<file path="src/rtl/shr_pkg.sv">
package shr_pkg;
  parameter int DATA_W = 64;
  parameter int CNT_W  = $clog2(DATA_W);

  typedef struct packed {
    logic arith;      // fill vacated bits with the sign
    logic saturate;   // count reached DATA_W or beyond
    logic useCntTag;  // count operand tag takes part in merge
  } shrStrobes_t;
endpackage

</file>
<file path="src/rtl/shr_ctrl.sv">
module shr_ctrl
  import shr_pkg::*;
#(
  parameter int DW = DATA_W,
  parameter int CW = CNT_W
) (
  input  logic [DW-1:0] cntVal,
  input  logic [CW-1:0] immCnt,
  input  logic          useImm,
  input  logic          isSigned,
  output shrStrobes_t   strobes,
  output logic [CW-1:0] effCnt
);
  localparam int HI_W = DW - CW;

  logic hiBitsSet;

  // Any set bit above the low count field means the value is >= DW.
  assign hiBitsSet = |cntVal[DW-1:CW];

  always_comb begin
    strobes.arith     = isSigned;
    strobes.saturate  = !useImm && hiBitsSet;
    strobes.useCntTag = !useImm;
    effCnt            = useImm ? immCnt : cntVal[CW-1:0];
  end

  // Width sanity check at elaboration.
  initial begin
    if (HI_W < 1) $error("count field too wide for data");
  end
endmodule

</file>
<file path="src/rtl/shr_datapath.sv">
module shr_datapath
  import shr_pkg::*;
#(
  parameter int DW = DATA_W,
  parameter int CW = CNT_W
) (
  input  logic [DW-1:0] srcVal,
  input  logic          srcNat,
  input  logic          cntNat,
  input  logic [CW-1:0] effCnt,
  input  shrStrobes_t   strobes,
  output logic [DW-1:0] shiftOut,
  output logic          natOut
);
  logic          fillBit;
  logic [DW-1:0] stage [CW+1];

  assign fillBit  = strobes.arith & srcVal[DW-1];
  assign stage[0] = srcVal;

  // Logarithmic shifter: stage i moves by 2**i when count bit i is set.
  for (genvar i = 0; i < CW; i++) begin : g_stage
    localparam int AMT = 1 << i;
    assign stage[i+1] = effCnt[i]
                      ? {{AMT{fillBit}}, stage[i][DW-1:AMT]}
                      : stage[i];
  end

  // Signed clamp to DW-1 and unsigned zeroing both reduce to all fill bits.
  assign shiftOut = strobes.saturate ? {DW{fillBit}} : stage[CW];
  assign natOut   = srcNat | (strobes.useCntTag & cntNat);
endmodule

</file>
<file path="src/rtl/shr_unit.sv">
module shr_unit
  import shr_pkg::*;
#(
  parameter int DW = DATA_W,
  parameter int CW = CNT_W
) (
  input  logic          clk,
  input  logic          rstN,
  input  logic [DW-1:0] srcVal,
  input  logic          srcNat,
  input  logic [DW-1:0] cntVal,
  input  logic          cntNat,
  input  logic [CW-1:0] immCnt,
  input  logic          useImm,
  input  logic          isSigned,
  input  logic          qualPred,
  output logic [DW-1:0] resVal,
  output logic          resNat,
  output logic          wrEn
);
  shrStrobes_t   strobes;
  logic [CW-1:0] effCnt;
  logic [DW-1:0] shiftOut;
  logic          natOut;
  logic          pastValid;

  shr_ctrl #(.DW(DW), .CW(CW)) u_ctrl (
    .cntVal  (cntVal),
    .immCnt  (immCnt),
    .useImm  (useImm),
    .isSigned(isSigned),
    .strobes (strobes),
    .effCnt  (effCnt)
  );

  shr_datapath #(.DW(DW), .CW(CW)) u_dp (
    .srcVal  (srcVal),
    .srcNat  (srcNat),
    .cntNat  (cntNat),
    .effCnt  (effCnt),
    .strobes (strobes),
    .shiftOut(shiftOut),
    .natOut  (natOut)
  );

  always_ff @(posedge clk or negedge rstN) begin
    if (!rstN) begin
      resVal    <= '0;
      resNat    <= 1'b0;
      wrEn      <= 1'b0;
      pastValid <= 1'b0;
    end else begin
      resVal    <= shiftOut;
      resNat    <= natOut;
      wrEn      <= qualPred;
      pastValid <= 1'b1;
    end
  end

  // reset clears the outputs.
  p_reset_clear_r1: assert property (@(posedge clk)
    !rstN |=> (!rstN -> (resVal == '0 && !resNat && !wrEn)));

  // register-form tag merge.
  p_tag_merge_r8: assert property (@(posedge clk) disable iff (!rstN)
    (!useImm) |=> (!pastValid || resNat == ($past(srcNat) | $past(cntNat))));

  // immediate form ignores the count tag.
  p_imm_tag_r7: assert property (@(posedge clk) disable iff (!rstN)
    useImm |=> (!pastValid || resNat == $past(srcNat)));

  // predicate reaches the write strobe one clock later.
  p_wren_delay_r9: assert property (@(posedge clk) disable iff (!rstN)
    pastValid |-> wrEn == $past(qualPred));

  // logical saturation zeroes the result.
  p_zero_sat_r5: assert property (@(posedge clk) disable iff (!rstN)
    (!useImm && !isSigned && |cntVal[DW-1:CW]) |=> (!pastValid || resVal == '0));

  // arithmetic saturation replicates the sign.
  p_sign_sat_r6: assert property (@(posedge clk) disable iff (!rstN)
    (!useImm && isSigned && |cntVal[DW-1:CW])
      |=> (!pastValid || resVal == {DW{$past(srcVal[DW-1])}}));

  // zero count is identity.
  p_zero_count_r10: assert property (@(posedge clk) disable iff (!rstN)
    ((useImm && immCnt == '0) || (!useImm && cntVal == '0))
      |=> (!pastValid || resVal == $past(srcVal)));
endmodule

</file>
<file path="config.mk">
export PLATFORM = sky130hd
export DESIGN_NAME = shr_unit
export DESIGN_NICKNAME = d
export VERILOG_FILES = /design/src/rtl/shr_pkg.sv /design/src/rtl/shr_ctrl.sv /design/src/rtl/shr_datapath.sv /design/src/rtl/shr_unit.sv
export SDC_FILE = /design/constraint.sdc
export NUM_CORES = 1
export LEC_CHECK = 0
export BUFFER_PORTS_ARGS = -buffer_cell sky130_fd_sc_hd__buf_4
export CAP_MARGIN = 20
export CORE_UTILIZATION = 50
export CTS_BUF_LIST = sky130_fd_sc_hd__clkbuf_4
export DETAILED_ROUTE_END_ITERATION = 10
export GPL_TIMING_DRIVEN = 1
export PLACE_DENSITY = 0.86
export SETUP_SLACK_MARGIN = 0.4
export SYNTH_ARGS = -nofsm -noshare
export SYNTH_HDL_FRONTEND = slang
export SYNTH_SLANG_ARGS = --single-unit
</file>
<file path="constraint.sdc">
create_clock -name clk -period 0.8 [get_ports clk]
set_input_delay 0.08 -clock clk [delete_from_list [all_inputs] [get_ports clk]]
set_output_delay 0.08 -clock clk [all_outputs]
set_load 0.005 [all_outputs]
</file>
==> impl_metrics.csv, run 1 <==
group,metric,value,unit
status,outcome,"stopped before the end",
status,stop_stage,"global routing",
status,error_line,"[ERROR GRT-0232] Routing congestion too high. Check the congestion heatmap in the GUI.",
floorplan,start_util,51.11,%
floorplan,ios,207,
synth,synth_cell_types,40,
place,gp_congestion,0.9896,
synth,syn_area_per_cell,10.30,sq um
timing,postGrtWorstEndpoint,"resVal[17]$_DFF_PN0_/D",
synth,synth_area,6140,sq um
synth,synth_cells,596,
clock_network,cts_root_buf,"clkbuf_4",
place,dp.cells,1045,
place,dp_slack,-2000,ps
clock_network,cts.path.max_buffers,2,
synth,synth_enable_flop_cells,0,
synth,synth-seq-area-share,26.90,%
synth,async_flop_share,100.0,%
clock_network,cts-buffers-inserted,9,
clock_network,htree_levels,3,
floorplan,die_w,112.8,um
floorplan,rows,40,
place,numPortBuffers,206,
place,hpwl,20710,um
clock_network,cts.sinks,66,
synth,mappedNetlistNets,737,
grt,overflow,46,
grt,grt_use_total,74.40,%
synth,ys.flop_type,"dfrtp_1",
grt,grt_max_degree,37,
synth,yosysWarningCount,0,
synth,synth_seq_cells,66,
timing,worst_endpoint_kind,"register data pin",
floorplan,chipHeight,112.8,um
[timing repair]
| action | CTS |
|---|---|
| gates cloned | 8 |
| setup buffers | 26 |
| pin swaps | 37 |
| resized for setup | 238 |
| endpoints found under the setup margin | 131 |
| endpoints found under the hold margin | 68 |
[cells by family after synthesis]
group | Yosys count | synth area share, %
AOI/OAI and AO/OA | 141 | 15.02
muxes | 175 | 42.12
DFF | 66 | 26.90
and+or+nand+nor | 158 | 11.53
buffers and inverters | 56 | 4.422
[cells in the mapped netlist, types with 3 or more instances]
master	number	area share, %
nor2_1	17	1.0
a31oi_1	11	1.1
nand3_1	24	2.0
buf_6	3	0.55
o211ai_1	19	2.3
a21oi_1	33	2.7
nand2_1	83	5.1
o21ai_1	13	1.1
nand2b_1	4	0.41
buf_2	22	1.8
a22oi_1	7	0.86
o22ai_1	3	0.31
o21ai_0	18	1.5
mux2i_1	102	17
dfrtp_1	66	27
nand4_1	4	0.41
mux2_2	7	1.3
and2_1	3	0.31
buf_4	3	0.37
mux4_2	65	24
clkbuf_1	25	1.5
a32oi_1	16	2.3
nor4_1	17	1.7
a221oi_1	8	1.1
[stage by stage]
step / cell area (sq um) / hold slack [ps]
floorplan: 6367 / -215.6
global placement: 9071 / -57.56
detailed placement: 9071 / -54.10
CTS: 10670 / -507.5
[metal layers]
metal,global-route usage (%),GRT overflow
met5,8.627,0
met4,75.73,26
met3,54.37,1
met2,94.44,19
met1,75.82,0
==> run 2, diff against run 1 <==
--- a/config.mk
+++ b/config.mk
@@ -7,12 +7,10 @@
 export LEC_CHECK = 0
 export BUFFER_PORTS_ARGS = -buffer_cell sky130_fd_sc_hd__buf_4
 export CAP_MARGIN = 20
-export CORE_UTILIZATION = 50
-export CTS_BUF_LIST = sky130_fd_sc_hd__clkbuf_4
+export CORE_UTILIZATION = 35
 export DETAILED_ROUTE_END_ITERATION = 10
 export GPL_TIMING_DRIVEN = 1
-export PLACE_DENSITY = 0.86
-export SETUP_SLACK_MARGIN = 0.4
+export PLACE_DENSITY_LB_ADDON = 0.15
 export SYNTH_ARGS = -nofsm -noshare
 export SYNTH_HDL_FRONTEND = slang
 export SYNTH_SLANG_ARGS = --single-unit
==> run 2 against run 1 <==
Synthesized area unchanged; synthesized cell count unchanged; the flow now finishes, with violations (negative setup slack).
==> impl_metrics.csv, run 2 <==
group,metric,value,unit
final_layout,mostFrequentLayoutCell,"buf_4",
clock_network,cts.path.max_buffers,2,
synth,synth-xor-area-share,0,%
timing,fin_ws,-1227,ps
synth,mappedNetlistNets,737,
grt,grt_max_degree,30,
synth,ys_top_cells_by_count,"mux2i_1 (102), nand2_1 (83), dfrtp_1 (66), mux4_2 (65), a21oi_1 (33)",
final_layout,layout_common_cells,"buf_4 (276), buf_6 (116), dfrtp_1 (66), mux4_2 (65), nand2_1 (55)",
synth,ys.flop_type,"dfrtp_1",
floorplan,ios,207,
route,dr.pass1.iters,5,
timing,rsz0062_at_grt,"true",
timing,fin_worst_hold_slack,149.9,ps
status,violations,"negative setup slack",
grt,antenna_found_initial,0,
timing,maxSlewHeadroom,62.40,%
synth,synth-compound-area-share,15.02,%
route,wl_per_cell,23.10,um
place,numPortBuffers,206,
power_and_ir_drop,p_per_area,1542,nW/um^2
synth,synth.most_common_cell,"mux2i_1",
synth,synth_cells,596,
power_and_ir_drop,p_leak,0.005153,uW
floorplan,rows,48,
synth,synth_seq_cells,66,
floorplan,coreArea,17240,sq um
worst_setup_path,criticalPathCategory,"primary input to flip-flop",
route,drtIter0Drc,683,
floorplan,die_w,134.4,um
worst_setup_path,slowest_stage,"mux4_2",
final_layout,largest_reg_flops,64,
place,hpwl,20650,um
route,drt-vias-per-instance,5.934,
synth,syn_area_per_cell,10.30,sq um
floorplan,start_util,35.62,%
synth,synth.area.mux_share,42.12,%
synth,synth_area_leaders,"dfrtp_1 (27%), mux4_2 (24%), mux2i_1 (17%)",
synth,synth_area,6140,sq um
worst_setup_path,cpPeakStageDelay,540,ps
synth,synth_cell_types,40,
route,antenna_left,0,
route,drc,0,
grt,first_global_vias,7227,
worst_setup_path,required,1010,ps
status,outcome,"finished with violations",
worst_setup_path,cp_max_fo,5,
clock_network,cts_root_buf,"clkbuf_16",
worst_setup_path,critical_path.cell_chain,"buf_8 -> mux2i_4 -> buf_12 -> buf_8 -> buf_16 -> buf_4 -> mux4_2 -> mux2i_4 -> mux2i_1 -> a221oi_2 -> o21ai_1",
final_layout,regMostFlops,"resVal",
timing,period_share,253.4,%
synth,synth_enable_flop_cells,0,
timing,fin_setup_tns,-76340,ps
synth,synthDominantCellAreaShare,26.90,%
synth,async_flop_share,100.0,%
final_layout,reg.largest.list,"resVal x64, resNat x1, wrEn x1",
timing,maxSlewViolCount,0,
timing,hold_viol,0,
hold_path,min-delay-path-class,"primary input to asynchronous set/reset pin",
timing,finalSetupViolCount,130,
synth,synthSimpleGateAreaFrac,11.53,%
clock_network,cts_tree,"done",
final_layout,finalNetCount,1131,
clock_network,htree_levels,3,
synth,synth_fa_ha_area_share,0,%
synth,synth-seq-area-share,26.90,%
floorplan,chipHeight,134.4,um
timing,fmax,493.3,MHz
worst_setup_path,end_kind,"flip-flop",
clock_network,path_clk_slew,60,ps
job,cap_violations,0,
power_and_ir_drop,max-vdd-ir-drop,1.155,mV
final_layout,area_delta_synth_final,98.23,%
timing,period_minus_slack,2027,ps
floorplan,die_area,18080,sq um
final_layout,postLayoutCoreUtil,70.61,%
worst_setup_path,worstPathArrival,2230,ps
timing,worst_slew_pin_slew,564.0,ps
grt,overflow,0,
place,gp_congestion,0.9508,
final_layout,layout-drive-gt1-share,71.76,%
route,drt_wl_total,28180,um
place,dp_slack,-1872,ps
grt,grt_use_total,30.56,%
clock_network,cts.sinks,66,
grt,grt_pass1_wl,41610,um
clock_network,cts-buffers-inserted,9,
synth,yosysWarningCount,0,
synth,synth_top_family_by_area,"multiplexers",
route,vias,7239,
synth,yosys.area.top_type,"dfrtp_1",
worst_setup_path,start_kind,"primary input",
final_layout,diodes,0,
-- run 2: cell counts after synthesis --
No cell type changed its count.
-- run 2: per-layer routing --
layer	global-route usage, %	vias up	share of wire, %
li1	-	3187	-
met1	41.70	3598	42
met2	50.17	406	50
met3	4.611	48	6.5
met4	9.176	0	2.2
met5	0	-	0
-- run 2: final cells by class --
cell class / count / area [sq um]
Multi-Input combinational cell: 474 / 5625
Clock inverter: 7 / 102.6
Inverter: 2 / 7.507
Clock buffer: 9 / 225.2
Sequential cell: 66 / 1652
Fill cell: 1286 / 5066
Timing Repair Buffer: 437 / 4277
Tap cell: 225 / 281.5
-- run 2: timing repair --
item	4_1_cts	5_1_grt
pin swaps	51	61
endpoints found under the hold margin	68	0
buffers inserted	25	20
hold buffers	4	0
cloned	9	3
gates resized for setup	245	141
endpoints found under the setup margin	130	130
-- run 2: through the flow --
stage / area (sq um) / power (uW) / instances
2_1_floorplan: 6367 / 7352 / 596
3_3_place_gp: 9361 / 11200 / 1147
3_5_place_dp: 9361 / 11290 / 1147
4_1_cts: 11260 / 17500 / 1200
5_1_grt: 12170 / 19430 / 1220
6_report: 12170 / 18770 / 1220
-- run 2: how the worst max path moves through the flow --
stage           start                   end  slack, ps  cells past startpoint
2_1_floorplan  useImm   resVal[5]$_DFF_PN0_      -1090                      8
3_3_place_gp   useImm  resVal[10]$_DFF_PN0_      -1850                      9
3_5_place_dp   useImm  resVal[10]$_DFF_PN0_      -1870                      9
4_1_cts        useImm  resVal[10]$_DFF_PN0_      -1210                      9
5_1_grt        useImm   resVal[7]$_DFF_PN0_      -1260                     12
6_report       useImm  resVal[10]$_DFF_PN0_      -1230                     11
-- run 2: cells by family (layout without fill, tap and decap cells) --
| group | Yosys count | in the layout |
|---|---|---|
| AOI/OAI and AO/OA | 141 | 141 |
| muxes | 175 | 175 |
| buffers and inverters | 56 | 455 |
| and+or+nand+nor | 158 | 158 |
| DFF | 66 | 66 |
-- run 2: worst max-delay path, delay by kind of cell --
kind	cells	cell delay (ps)
compound gates	2	470
buf+inv	5	600
mux	4	1080
-- run 2: report_power, final --
part / internal [uW] / switching (uW)
registers: 3760 / 238
clock network: 2760 / 1580
logic: 5610 / 4830
total: 12100 / 6640
Note: power is estimated with default switching activity, not from simulation.
